--- config.mk ---
export PLATFORM = sky130hd
export DESIGN_NAME = rtc_alm_unit
export DESIGN_NICKNAME = d
export VERILOG_FILES = /design/src/rtl/rtc_alm_pkg.sv /design/src/rtl/rtc_alm_regs.sv /design/src/rtl/rtc_alm_cmp.sv /design/src/rtl/rtc_alm_status.sv /design/src/rtl/rtc_alm_irq.sv /design/src/rtl/rtc_alm_unit.sv
export SDC_FILE = /design/constraint.sdc
export NUM_CORES = 1
export LEC_CHECK = 0
export ABC_AREA = 0
export CAP_MARGIN = 30
export CORE_ASPECT_RATIO = 2
export CORE_MARGIN = 1.5
export CORE_UTILIZATION = 55
export CTS_BUF_LIST = sky130_fd_sc_hd__clkbuf_8 sky130_fd_sc_hd__clkbuf_16
export DETAILED_ROUTE_END_ITERATION = 12
export PLACE_DENSITY = 0.85
export SYNTH_ARGS = -nofsm -noshare
export SYNTH_HDL_FRONTEND = slang
export SYNTH_SLANG_ARGS = --single-unit
--- constraint.sdc ---
create_clock -name clk -period 4.02 [get_ports clk]
set_input_delay 1.206 -clock clk [delete_from_list [all_inputs] [get_ports clk]]
set_output_delay 1.206 -clock clk [all_outputs]
set_load 0.01 [all_outputs]
--- src/rtl/rtc_alm_pkg.sv ---
package rtc_alm_pkg;

    localparam int DATA_W   = 8;
    localparam int ADDR_W   = 5;
    localparam int N_FIELDS = 6;
    localparam int N_PERIOD = 4;
    localparam int SEL_W    = $clog2(N_PERIOD);

    localparam logic [ADDR_W-1:0] A_ALARM0 = 5'h07;
    localparam logic [ADDR_W-1:0] A_STATUS = 5'h0E;
    localparam logic [ADDR_W-1:0] A_ICTRL  = 5'h0F;

    typedef logic [DATA_W-1:0] byte_t;

    // status byte: {pwr, alm, ev[3:0], 2'b00}
    typedef struct packed {
        logic                pwr;
        logic                alm;
        logic [N_PERIOD-1:0] ev;
    } stat_t;

    // control byte low nibble: {alm_en, tmr_en, sel}
    typedef struct packed {
        logic             alm_en;
        logic             tmr_en;
        logic [SEL_W-1:0] sel;
    } ictl_t;

    function automatic byte_t stat_to_byte(stat_t s);
        return {s.pwr, s.alm, s.ev, 2'b00};
    endfunction

    function automatic byte_t ictl_to_byte(ictl_t c);
        return {{(DATA_W-$bits(ictl_t)){1'b0}}, c};
    endfunction

endpackage

--- src/rtl/rtc_alm_regs.sv ---
module rtc_alm_regs
    import rtc_alm_pkg::*;
#(
    parameter int DW = DATA_W,
    parameter int AW = ADDR_W,
    parameter int NF = N_FIELDS
) (
    input  logic                   clk,
    input  logic                   rst,
    input  logic                   wr,
    input  logic [AW-1:0]          addr,
    input  logic [DW-1:0]          wdata,
    output logic [NF-1:0][DW-1:0]  alm_bytes,
    output ictl_t                  ictl
);

    genvar gi;
    generate
        for (gi = 0; gi < NF; gi++) begin : g_alm
            localparam logic [AW-1:0] MY_ADDR = A_ALARM0 + AW'(gi);
            always_ff @(posedge clk) begin
                if (rst)
                    alm_bytes[gi] <= '0;
                else if (wr && addr == MY_ADDR)
                    alm_bytes[gi] <= wdata;
            end
        end
    endgenerate

    always_ff @(posedge clk) begin
        if (rst)
            ictl <= '0;
        else if (wr && addr == A_ICTRL)
            ictl <= ictl_t'(wdata[$bits(ictl_t)-1:0]);
    end

endmodule

--- src/rtl/rtc_alm_cmp.sv ---
module rtc_alm_cmp
    import rtc_alm_pkg::*;
#(
    parameter int DW = DATA_W,
    parameter int NF = N_FIELDS
) (
    input  logic [NF-1:0][DW-1:0] cur,
    input  logic [NF-1:0][DW-1:0] alm,
    output logic                  match
);

    logic [NF-1:0] field_eq;

    genvar gi;
    generate
        for (gi = 0; gi < NF; gi++) begin : g_eq
            assign field_eq[gi] = (cur[gi] == alm[gi]);
        end
    endgenerate

    assign match = &field_eq;

endmodule

--- src/rtl/rtc_alm_status.sv ---
module rtc_alm_status
    import rtc_alm_pkg::*;
#(
    parameter int NP = N_PERIOD
) (
    input  logic          clk,
    input  logic          rst,
    input  logic          alm_set,
    input  logic [NP-1:0] roll,
    input  logic          rd_clr,
    input  logic          clr_alm,
    input  logic          clr_pwr,
    output stat_t         stat
);

    always_ff @(posedge clk) begin
        if (rst) begin
            stat.pwr <= 1'b1;
            stat.alm <= 1'b0;
            stat.ev  <= '0;
        end else begin
            stat.ev  <= (rd_clr ? '0 : stat.ev) | roll;
            stat.alm <= (stat.alm & ~clr_alm) | alm_set;
            stat.pwr <= stat.pwr & ~clr_pwr;
        end
    end


    alm_sets_on_match_chk: assert property (@(posedge clk) disable iff (rst)
        alm_set |=> stat.alm);


    alm_falls_on_w1c_chk: assert property (@(posedge clk) disable iff (rst)
        $fell(stat.alm) |-> $past(clr_alm));


    pwr_never_rises_chk: assert property (@(posedge clk) disable iff (rst)
        !$rose(stat.pwr));


    ev_cleared_by_read_chk: assert property (@(posedge clk) disable iff (rst)
        (rd_clr && roll == '0) |=> stat.ev == '0);

endmodule

--- src/rtl/rtc_alm_irq.sv ---
module rtc_alm_irq
    import rtc_alm_pkg::*;
#(
    parameter int NP = N_PERIOD
) (
    input  logic          clk,
    input  logic          rst,
    input  logic [NP-1:0] roll,
    input  ictl_t         ictl,
    input  logic          alm_flag,
    output logic          irq
);

    logic tmr_q;

    always_ff @(posedge clk) begin
        if (rst)
            tmr_q <= 1'b0;
        else
            tmr_q <= ictl.tmr_en & roll[ictl.sel];
    end

    assign irq = tmr_q | (alm_flag & ictl.alm_en);


    tmr_pulse_follows_chk: assert property (@(posedge clk) disable iff (rst)
        (ictl.tmr_en && roll[ictl.sel]) |=> irq);


    tmr_pulse_absent_chk: assert property (@(posedge clk) disable iff (rst)
        !(ictl.tmr_en && roll[ictl.sel]) |=> (irq == (alm_flag && ictl.alm_en)));

endmodule

--- src/rtl/rtc_alm_unit.sv ---
module rtc_alm_unit
    import rtc_alm_pkg::*;
#(
    parameter int DW = DATA_W,
    parameter int AW = ADDR_W,
    parameter int NF = N_FIELDS,
    parameter int NP = N_PERIOD
) (
    input  logic          clk,
    input  logic          rst,
    input  logic          time_tick,
    input  logic [7:0]    cur_sec,
    input  logic [7:0]    cur_min,
    input  logic [7:0]    cur_hour,
    input  logic [7:0]    cur_day,
    input  logic [7:0]    cur_mon,
    input  logic [7:0]    cur_year,
    input  logic [NP-1:0] roll_strb,
    input  logic [AW-1:0] bus_addr,
    input  logic          bus_wr,
    input  logic          bus_rd,
    input  logic [DW-1:0] bus_wdata,
    output logic [DW-1:0] bus_rdata,
    output logic          irq
);

    logic [NF-1:0][DW-1:0] cur_fields;
    logic [NF-1:0][DW-1:0] alm_bytes;
    ictl_t                 ictl;
    stat_t                 stat;
    logic                  match;
    logic                  stat_wr;
    logic                  stat_rd;
    logic [DW-1:0]         rd_val;

    assign cur_fields = {cur_year, cur_mon, cur_day, cur_hour, cur_min, cur_sec};
    assign stat_wr    = bus_wr && bus_addr == A_STATUS;
    assign stat_rd    = bus_rd && bus_addr == A_STATUS;

    rtc_alm_regs #(.DW(DW), .AW(AW), .NF(NF)) u_regs (
        .clk       (clk),
        .rst       (rst),
        .wr        (bus_wr),
        .addr      (bus_addr),
        .wdata     (bus_wdata),
        .alm_bytes (alm_bytes),
        .ictl      (ictl)
    );

    rtc_alm_cmp #(.DW(DW), .NF(NF)) u_cmp (
        .cur   (cur_fields),
        .alm   (alm_bytes),
        .match (match)
    );

    rtc_alm_status #(.NP(NP)) u_status (
        .clk     (clk),
        .rst     (rst),
        .alm_set (time_tick & match),
        .roll    (roll_strb),
        .rd_clr  (stat_rd),
        .clr_alm (stat_wr & bus_wdata[DW-2]),
        .clr_pwr (stat_wr & bus_wdata[DW-1]),
        .stat    (stat)
    );

    rtc_alm_irq #(.NP(NP)) u_irq (
        .clk      (clk),
        .rst      (rst),
        .roll     (roll_strb),
        .ictl     (ictl),
        .alm_flag (stat.alm),
        .irq      (irq)
    );

    always_comb begin
        rd_val = '0;
        if (bus_addr == A_STATUS)
            rd_val = stat_to_byte(stat);
        else if (bus_addr == A_ICTRL)
            rd_val = ictl_to_byte(ictl);
        else
            for (int i = 0; i < NF; i++)
                if (bus_addr == A_ALARM0 + AW'(i))
                    rd_val = alm_bytes[i];
    end

    always_ff @(posedge clk) begin
        if (rst)
            bus_rdata <= '0;
        else if (bus_rd)
            bus_rdata <= rd_val;
    end


    alm_level_irq_chk: assert property (@(posedge clk) disable iff (rst)
        (stat.alm && ictl.alm_en) |-> irq);


    rdata_hold_chk: assert property (@(posedge clk) disable iff (rst)
        !bus_rd |=> $stable(bus_rdata));

endmodule

==> results of run 1 <==
-- metrics by stage --
stage	hold WS, ns	setup WS (ns)	total power, mW	utilization (%)	instance area (µm²)
3_3_place_gp	0.4465	0.6483	0.9034	69.10	4539
5_1_grt	0.4921	0.7425	1.715	73.60	4835
6_report	0.4768	0.8180	1.672	73.60	4835
2_1_floorplan	0.4269	1.623	0.7909	-	3695
3_5_place_dp	0.4630	0.5622	0.9067	69.10	4539
4_1_cts	0.4782	0.8540	1.670	73.60	4835
-- cells in the mapped netlist (all sizes together), types with 8 or more instances --
master,number,area [µm²]
nor3,9,45.04
o21ai,9,45.04
xnor2,29,254.0
inv,8,30.03
nand4,13,111.4
o22ai,9,56.30
dfxtp,67,1341
clkbuf,9,33.78
nand2b,9,58.81
nand2,20,77.58
buf,12,75.07
mux2i,47,470.5
nor2,58,227.7
a21oi,36,180.2
nor2b,8,50.05
xor2,14,122.6
nand3,15,85.08
-- power by group --
group	switching, mW	leakage (nW)	internal [mW]
Combinational	0.108	1.21	0.109
Sequential	0.00723	0.542	0.673
Clock	0.271	0.154	0.504
Total	0.386	1.91	1.29
-- metal layers --
metal,vias up,track usage [%]
li1,1651,-
met2,185,57.46
met5,-,0
met3,43,7.166
met1,1669,39.13
met4,0,21.33
-- sequential cells by signal (all words and copies together), names as in the netlist --
| signal | cells |
|---|---|
| bus_rdata | 8 |
| u_regs.alm_bytes | 48 |
| u_irq.tmr_q | 1 |
| u_regs.ictl | 4 |
| u_status.stat | 6 |
-- worst paths after layout --
kind | cells past startpoint | to | from | slack [ns]
max | 6 | u_regs.alm_bytes[4] | bus_addr[1] | 0.82
min | 2 | bus_rdata[1] | bus_rdata[1] | 0.48
max reg2reg | 5 | u_status.stat[4] | u_regs.alm_bytes[13] | 1.85
min reg2reg | 2 | bus_rdata[1] | bus_rdata[1] | 0.48
-- placed cells by master (no fill, tap or decap), drive strengths merged, types with 10 or more instances in the layout --
cell type | netlist | routed
mux2i | 47 | 47
xor2 | 14 | 14
dfxtp | 67 | 67
xnor2 | 29 | 29
buf | 12 | 10
nor2 | 58 | 58
clkdlybuf4s50 | 0 | 77
clkbuf | 9 | 11
nand3 | 15 | 15
nand4 | 13 | 13
a21oi | 36 | 36
nand2 | 20 | 20
inv | 8 | 10
-- critical path, cell delays in order --
cell	delay, ns
clkdlybuf4s50_1	0.82
nand2_2	0.20
nor4b_4	0.25
and2_1	0.52
mux2i_1	0.31
nor2_1	0.07
-- cells by family after synthesis --
group | count (synthesis) | synth area share [%]
AND/OR/NAND/NOR | 147 | 21.44
multiplexers | 48 | 13.04
flip-flops | 67 | 36.30
XOR/XNOR | 43 | 10.19
buffers and inverters | 29 | 3.759
AO/OA/AOI/OAI | 85 | 15.27
-- cell type report --
cell class	instances	area, µm²
clock inverter	4	42.54
clock buffer	11	252.7
timing repair buffer	87	843.3
tap	88	110.1
sequential	67	1341
fill	494	1734
multi-input combinational	323	2215
inverter	8	30.03
==> reports/qor.yml, run 1 <==
wl_met1_mm: 4.371
rows: 42
post_cts_buffers: 0
critPathArrivalTime_ns: 3.39
cts_made_buffers: 9
grt_pass1_vias: 3531
clkSinkCount: 67
routed_wl_mm: 12.11
ctsResizeCount: 0
critPathCaptureType: "register"
grt_start_max_net_pins: 66
route.met2.wl_mm: 6.125
clk_latency_ns: 0.33
grt_pass1_wl_mm: 18.30
crit_fanout: 13
worstPathRequired_ns: 4.21
place.gp.congestion: 0.9806
fin_nets: 566
p_per_area_nw_per_um2: 345.9
drv_cap: 0
dp_hpwl_mm: 9.092
setup_viol: 0
max_freq_mhz: 312.3
ys_seq_area_share_pct: 36.30
worst_pin_slew_ns: 0.6719
rsz0062_at_grt: "no"
drt-initial-drc-count: 269
report.final.slew_viol_count: 0
layout.cells.non_filler: 588
core_um2: 6569
dp.cells: 573
die_area_um2: 7248
post_synth.cell_area_avg_um2: 8.818
cts_tree: "yes"
ys.warnings.count: 0
fin_crit_ns: 3.202
htree_num_levels: 3
die_y_um: 118.9
avgRoutedWirePerCell_um: 20.60
die_w_um: 60.96
hp-class: "register to register"
synthCells: 419
path_class: "input pin to register"
finalHoldViolCount: 0
antenna_cells: 0
clk_path_buf_depth: 2
drc: 0
io_buffers: 78
clkTransAtPathRegs_ns: 0.05
ys_async_sr_fraction_pct: 0
top_layer: "met4"
setup_tns_ns: 0
synthToLayoutAreaGrowth_pct: 30.85
ys_types: 57
pin_count: 79
route.met3.wl_um: 853
synth_area_um2: 3695
fin_crit_sh_pct: 79.65
synth-seq-cells: 67
synth_nets: 489
avgViaCountPerCell: 6.034
finClkSkew_ns: 0.005858
ctsHoldBuffers: 0
outcome: "finished, final reports clean"
num_vias: 3548
grt-ovfl-total: 0
ant_nets: 0
start_kind: "input pin"
drive_gt1_share_pct: 7.600
firstDrtPassIters: 6
leakagePower_nw: 1.910
synth_edf_count: 0
synth_ff_type: "dfxtp_1"
clockRootBuffer: "clkbuf_16"
initial_core_util_pct: 56.25
vdd_drop_max_mv: 0.2869
track_usage_pct: 34.90
relSlewSlack_pct: 55.21
antenna_found_initial: 0
(Power assumes the default switching activity.)
==> inputs of run 2 (changes only) <==
Settings changed: CORE_UTILIZATION 55 to 51, PLACE_DENSITY 0.85 to 0.8.
Clock period 4.02 ns to 3.2 ns, I/O delays scaled along.
==> run 2 against run 1 <==
Effect of this change:
- clock-buffer cell count fell by 1
- worst hold slack got worse by 0.010 ns
- total power rose by 26%
==> reports/qor.yml, run 2 (synthesized netlist as in run 1, its figures left out) <==
outcome: "finished, final reports clean"
startpoint: "bus_addr[2]"
rr_startpoint: "u_regs.alm_bytes[3]"
finClkSkew_ns: 0.003985  # -0.001872 ns
reg2reg_to: "u_status.stat[4]"
clk_path_buf_depth: 2  # unchanged
firstDrtPassIters: 6  # unchanged
relSlewSlack_pct: 56.33  # +1.1 points
finalHoldViolCount: 0  # unchanged
ant_nets: 0  # unchanged
leakagePower_nw: 1.939  # +1.6%
report.final.slew_viol_count: 0  # unchanged
start_kind: "input pin"
endpoint: "bus_rdata[2]"
critPathCaptureType: "register"
p_per_area_nw_per_um2: 431.1  # +25%
max_freq_mhz: 382.5
layout.cells.non_filler: 597  # +1.5%
vdd_drop_max_mv: 0.3575  # +25%
worstPathRequired_ns: 3.43  # -0.78 ns
rr_worst_depth: 5  # unchanged
track_usage_pct: 32.96  # -1.9 points
regMostFlops: "u_regs.alm_bytes"
core_um2: 6994  # +6.5%
grt_start_max_net_pins: 66  # unchanged
drv_cap: 0  # unchanged
multi_input_area_um2: 2215  # unchanged
ctsResizeCount: 0  # unchanged
dp.cells: 581  # +1.4%
synthToLayoutAreaGrowth_pct: 32.48
die_area_um2: 7795  # +7.5%
drt-initial-drc-count: 260  # -3.3%
path_class: "input pin to register"
fin_crit_ns: 2.614
rows: 43  # +2.4%
grt_pass1_vias: 3575  # +1.2%
antenna_cells: 0  # unchanged
clockRootBuffer: "clkbuf_16"
fin_nets: 572  # +1.1%
worst_pin_slew_ns: 0.6550  # -0.01685 ns
die_y_um: 123.4  # +3.8%
avgViaCountPerCell: 5.824  # -3.5%
hp-class: "register to register"
htree_num_levels: 3  # unchanged
num_vias: 3477  # -2.0%
setup_tns_ns: 0  # unchanged
clkSinkCount: 67  # unchanged
final_common_cell: "clkdlybuf4s50_1"
seq_area_um2: 1341  # unchanged
pin_count: 79  # unchanged
clkTransAtPathRegs_ns: 0.06  # about the same
die_w_um: 63.19  # +3.7%
drive_gt1_share_pct: 9.073  # +1.5 points
routed_wl_mm: 12.18  # +0.52%
clk_latency_ns: 0.33  # about the same
grt_pass1_wl_mm: 19.01  # +3.9%
critPathArrivalTime_ns: 2.85  # -0.54 ns
setup_viol: 0  # unchanged
fillers: 569  # +15%
ctsHoldBuffers: 0  # unchanged
hp-start: "u_status.stat[5]"
cts_tree: "yes"
fin_crit_sh_pct: 81.70
crit_fanout: 12  # -1
antenna_found_initial: 0  # unchanged
io_buffers: 78  # unchanged
layout_common_cells: "clkdlybuf4s50_1, dfxtp_1, nor2_1, mux2i_1, a21oi_1"
place.gp.congestion: 0.9752  # -0.55%
cts_made_buffers: 9  # unchanged
reg.largest.list: "u_regs.alm_bytes (48), bus_rdata (8), u_status.stat (6)"
avgRoutedWirePerCell_um: 20.39  # -1.0%
largest_reg_flops: 48  # unchanged
rsz0062_at_grt: "no"
rrSetupSlack_ns: 1.67  # -0.18 ns
initial_core_util_pct: 52.83  # -3.4 points
drc: 0  # unchanged
grt-ovfl-total: 0  # unchanged
dp_hpwl_mm: 9.278  # +2.0%
post_cts_buffers: 0  # unchanged
[run 2: power by group]
group	internal (mW)	leakage, nW	switching [mW]
sequential	0.845	0.542	0.00873
clock	0.616	0.149	0.362
combinational	0.142	1.25	0.136
[run 2: worst min path at each step]
stage                       endpoint  cells past startpoint
finish              u_status.stat[5]                      1
CTS                 u_status.stat[5]                      1
detailed placement  u_status.stat[5]                      1
global placement    u_status.stat[5]                      1
global route        u_status.stat[5]                      1
floorplan           u_status.stat[5]                      1
[run 2: per-stage QoR]
step | area (µm²) | total power, mW | hold slack, ns | setup WS [ns] | utilization, %
2_1_floorplan | 3695 | 0.9935 | 0.4269 | 1.049 | -
3_3_place_gp | 4599 | 1.145 | 0.4370 | 0.2782 | 65.76
3_5_place_dp | 4599 | 1.147 | 0.4524 | 0.2908 | 65.76
4_1_cts | 4895 | 2.119 | 0.4687 | 0.6233 | 69.98
5_1_grt | 4895 | 2.175 | 0.5051 | 0.4924 | 69.98
6_report | 4895 | 2.110 | 0.4665 | 0.5858 | 69.98
[run 2: layout make-up]
type                    instances  share of cell area, %
multi-input cells             323                  45.25
repair buffers                 93                  18.40
well taps                      90                  2.301
inverters                       8                 0.6135
clock buffers                  10                  4.882
flip-flops and latches         67                  27.40
clock inverters                 6                  1.150
[run 2: worst max-delay path, stage by stage]
cell and delay (ns):
clkdlybuf4s50_1 0.50, buf_4 0.23, and2b_1 0.31, a221oi_1 0.11, a311o_1 0.35, o31a_1 0.12
o32ai_1 0.28
[run 2: routing by layer]
layer | up-vias | global-route usage [%] | share of wire [%]
met4 | 0 | 19.29 | 4.9
met5 | - | 0 | 0
li1 | 1671 | - | -
met2 | 126 | 60.84 | 54
met3 | 31 | 6.187 | 4.4
met1 | 1649 | 34.29 | 36
==> inputs of run 3 (changes only) <==
Settings changed: CORE_UTILIZATION 51 to 46, PLACE_DENSITY 0.8 to 0.76.
Clock period 3.2 ns to 2.15 ns, I/O delays scaled along.
==> run 3 against run 2 <==
Effect of this change:
- core utilization fell by 3.7 points
- setup slack got worse by 0.49 ns
- cell area grew 6.7%
- critical endpoint is now u_status.stat[4]
- largest power group unchanged
==> reports/qor.yml, run 3 (synthesized netlist as in run 1, its figures left out) <==
cts_made_buffers: 9  # unchanged
antenna_cells: 0  # unchanged
seq_area_um2: 1341  # unchanged
drive_gt1_share_pct: 14.53  # +5.5 points
final_common_cell: "clkdlybuf4s50_1"
rows: 46  # +7.0%
critPathCaptureType: "register"
routed_wl_mm: 12.58  # +3.4%
grt_start_max_net_pins: 66  # unchanged
largest_reg_flops: 48  # unchanged
htree_num_levels: 3  # unchanged
report.final.slew_viol_count: 0  # unchanged
worstPathRequired_ns: 2.41  # -1.02 ns
cpMostUsedCell: "nand4_1"
core_um2: 7885  # +13%
outcome: "finished, final reports clean"
stdcell_area_um2: 5224  # +6.7%
dpl-instance-area_um2: 4882  # +6.1%
drv_cap: 0  # unchanged
die_w_um: 66.37  # +5.0%
relSlewSlack_pct: 54.13  # -2.2 points
grt-ovfl-total: 0  # unchanged
drt-initial-drc-count: 349  # +34%
hp-start: "u_status.stat[5]"
synthToLayoutAreaGrowth_pct: 41.38
clk_path_buf_depth: 2  # unchanged
vdd_drop_max_mv: 0.6097  # +71%
clkTransAtPathRegs_ns: 0.05  # about the same
fillers: 669  # +18%
io_buffers: 78  # unchanged
worst_pin_slew_ns: 0.6880  # +0.03301 ns
crit_fanout: 1  # -11
drc: 0  # unchanged
dp_hpwl_mm: 9.765  # +5.3%
seqPwrFrac_pct: 40.4  # about the same
p_per_area_nw_per_um2: 603.2  # +40%
critPathArrivalTime_ns: 2.32  # -0.53 ns
finClkSkew_ns: 0.007212  # +0.003227 ns
cellInternalPower_mw: 2.412  # +50%
clkSinkCount: 67  # unchanged
initial_core_util_pct: 46.86  # -6.0 points
avgViaCountPerCell: 5.670  # -2.6%
rsz0062_at_grt: "no"
clkPwrFrac_pct: 45.0  # -1.4 points
rr_worst_depth: 6  # +1
pin_count: 79  # unchanged
reg.largest.list: "u_regs.alm_bytes (48), bus_rdata (8), u_status.stat (6)"
critPathSlowestCell: "clkdlybuf4s50_1"
die_y_um: 129.7  # +5.2%
grt_pass1_vias: 3716  # +3.9%
switching_share_pct: 23.45  # -0.56 points
setup_viol: 0  # unchanged
multi_input_area_um2: 2257  # +1.9%
start_kind: "input pin"
crit_path_cell_trace: "clkdlybuf4s50_1 > xnor2_1 > nand4_1 > nor4_4 > buf_4 > nand4_1 > o21ai_1"
leakagePower_nw: 2.183  # +13%
holdPathStages: 1  # unchanged
cp_top_family: "simple AND/OR/NAND/NOR gates"
power_switching_mw: 0.7388  # +46%
clk_latency_ns: 0.33  # about the same
cts_tree: "yes"
fin_crit_sh_pct: 95.64
avgRoutedWirePerCell_um: 19.88  # -2.5%
fin_crit_ns: 2.056
comb_power_share_pct: 14.6  # +1.4 points
grt_pass1_wl_mm: 19.32  # +1.6%
path_class: "input pin to register"
fin_nets: 602  # +5.2%
holdPathEnd: "u_status.stat[5]"
num_vias: 3589  # +3.2%
ctsHoldBuffers: 0  # unchanged
regMostFlops: "u_regs.alm_bytes"
track_usage_pct: 30.79  # -2.2 points
fin_util_pct: 66.25  # -3.7 points
rrSetupSlack_ns: 0.45  # -1.22 ns
die_area_um2: 8611  # +10%
place.gp.congestion: 0.9027  # -7.4%
firstDrtPassIters: 9  # +3
layout_common_cells: "clkdlybuf4s50_1, dfxtp_1, nor2_1, mux2i_1, buf_4"
finalHoldViolCount: 0  # unchanged
cp.buffers_inverters: 2  # unchanged
max_freq_mhz: 486.3
clockRootBuffer: "clkbuf_16"
rr_startpoint: "u_regs.alm_bytes[41]"
hp-class: "register to register"
reg2reg_to: "u_status.stat[4]"
antenna_found_initial: 0  # unchanged
max_stage_delay_ns: 0.48  # -0.02 ns
post_cts_buffers: 0  # unchanged
ant_nets: 0  # unchanged
-- run 3: metal layers --
layer  vias up  track usage, %  part of all wire (%)
met4         0           18.97                   5.2
met1      1689           32.32                    37
li1       1725               -                     -
met2       138           55.41                    53
met5         -               0                     0
met3        37           5.000                   4.8
-- run 3: worst max path at each step --
stage	from	endpoint	depth (start not counted)
final	cur_year[1]	u_status.stat[4]	7
after global routing	cur_year[1]	u_status.stat[4]	7
after CTS	bus_addr[1]	u_regs.alm_bytes[1]	8
after detailed placement	bus_addr[2]	bus_rdata[2]	6
after global placement	bus_addr[0]	bus_rdata[0]	7
after floorplan	bus_addr[1]	u_regs.alm_bytes[0]	7
-- run 3: layout make-up --
type | count | area share [%]
clock buffers | 10 | 4.575
clock inverters | 6 | 0.9581
inverters | 8 | 0.5749
multi-input cells | 323 | 43.21
flip-flops and latches | 67 | 25.68
well taps | 96 | 2.299
repair buffers | 123 | 22.71
-- run 3: per-stage QoR --
stage / setup TNS (ns) / setup slack (ns) / power, mW / hold WS, ns / cells
finish: 0 / 0.09378 / 3.151 / 0.4648 / 633
global placement: -17.54 / -0.3862 / 1.748 / 0.4423 / 617
floorplan: 0 / 0.3142 / 1.479 / 0.4269 / 419
detailed placement: -18.26 / -0.4018 / 1.751 / 0.4564 / 617
CTS: 0 / 0.009141 / 3.157 / 0.4677 / 633
global route: 0 / 0.004205 / 3.253 / 0.4827 / 633
-- run 3: power by group through the flow --
stage,clock [mW],sequential (mW),combinational (mW)
CTS,1.43,1.27,0.458
detailed placement,0,1.30,0.454
global route,1.49,1.27,0.488
floorplan,0,1.29,0.184
finish,1.42,1.27,0.461
global placement,0,1.30,0.450
-- run 3: what timing repair did --
| action | CTS | global route |
|---|---|---|
| gates resized for setup | 6 | 9 |
| setup endpoints to repair | 15 | 37 |
| pin swaps | 0 | 6 |
| hold endpoints to repair | 0 | 0 |
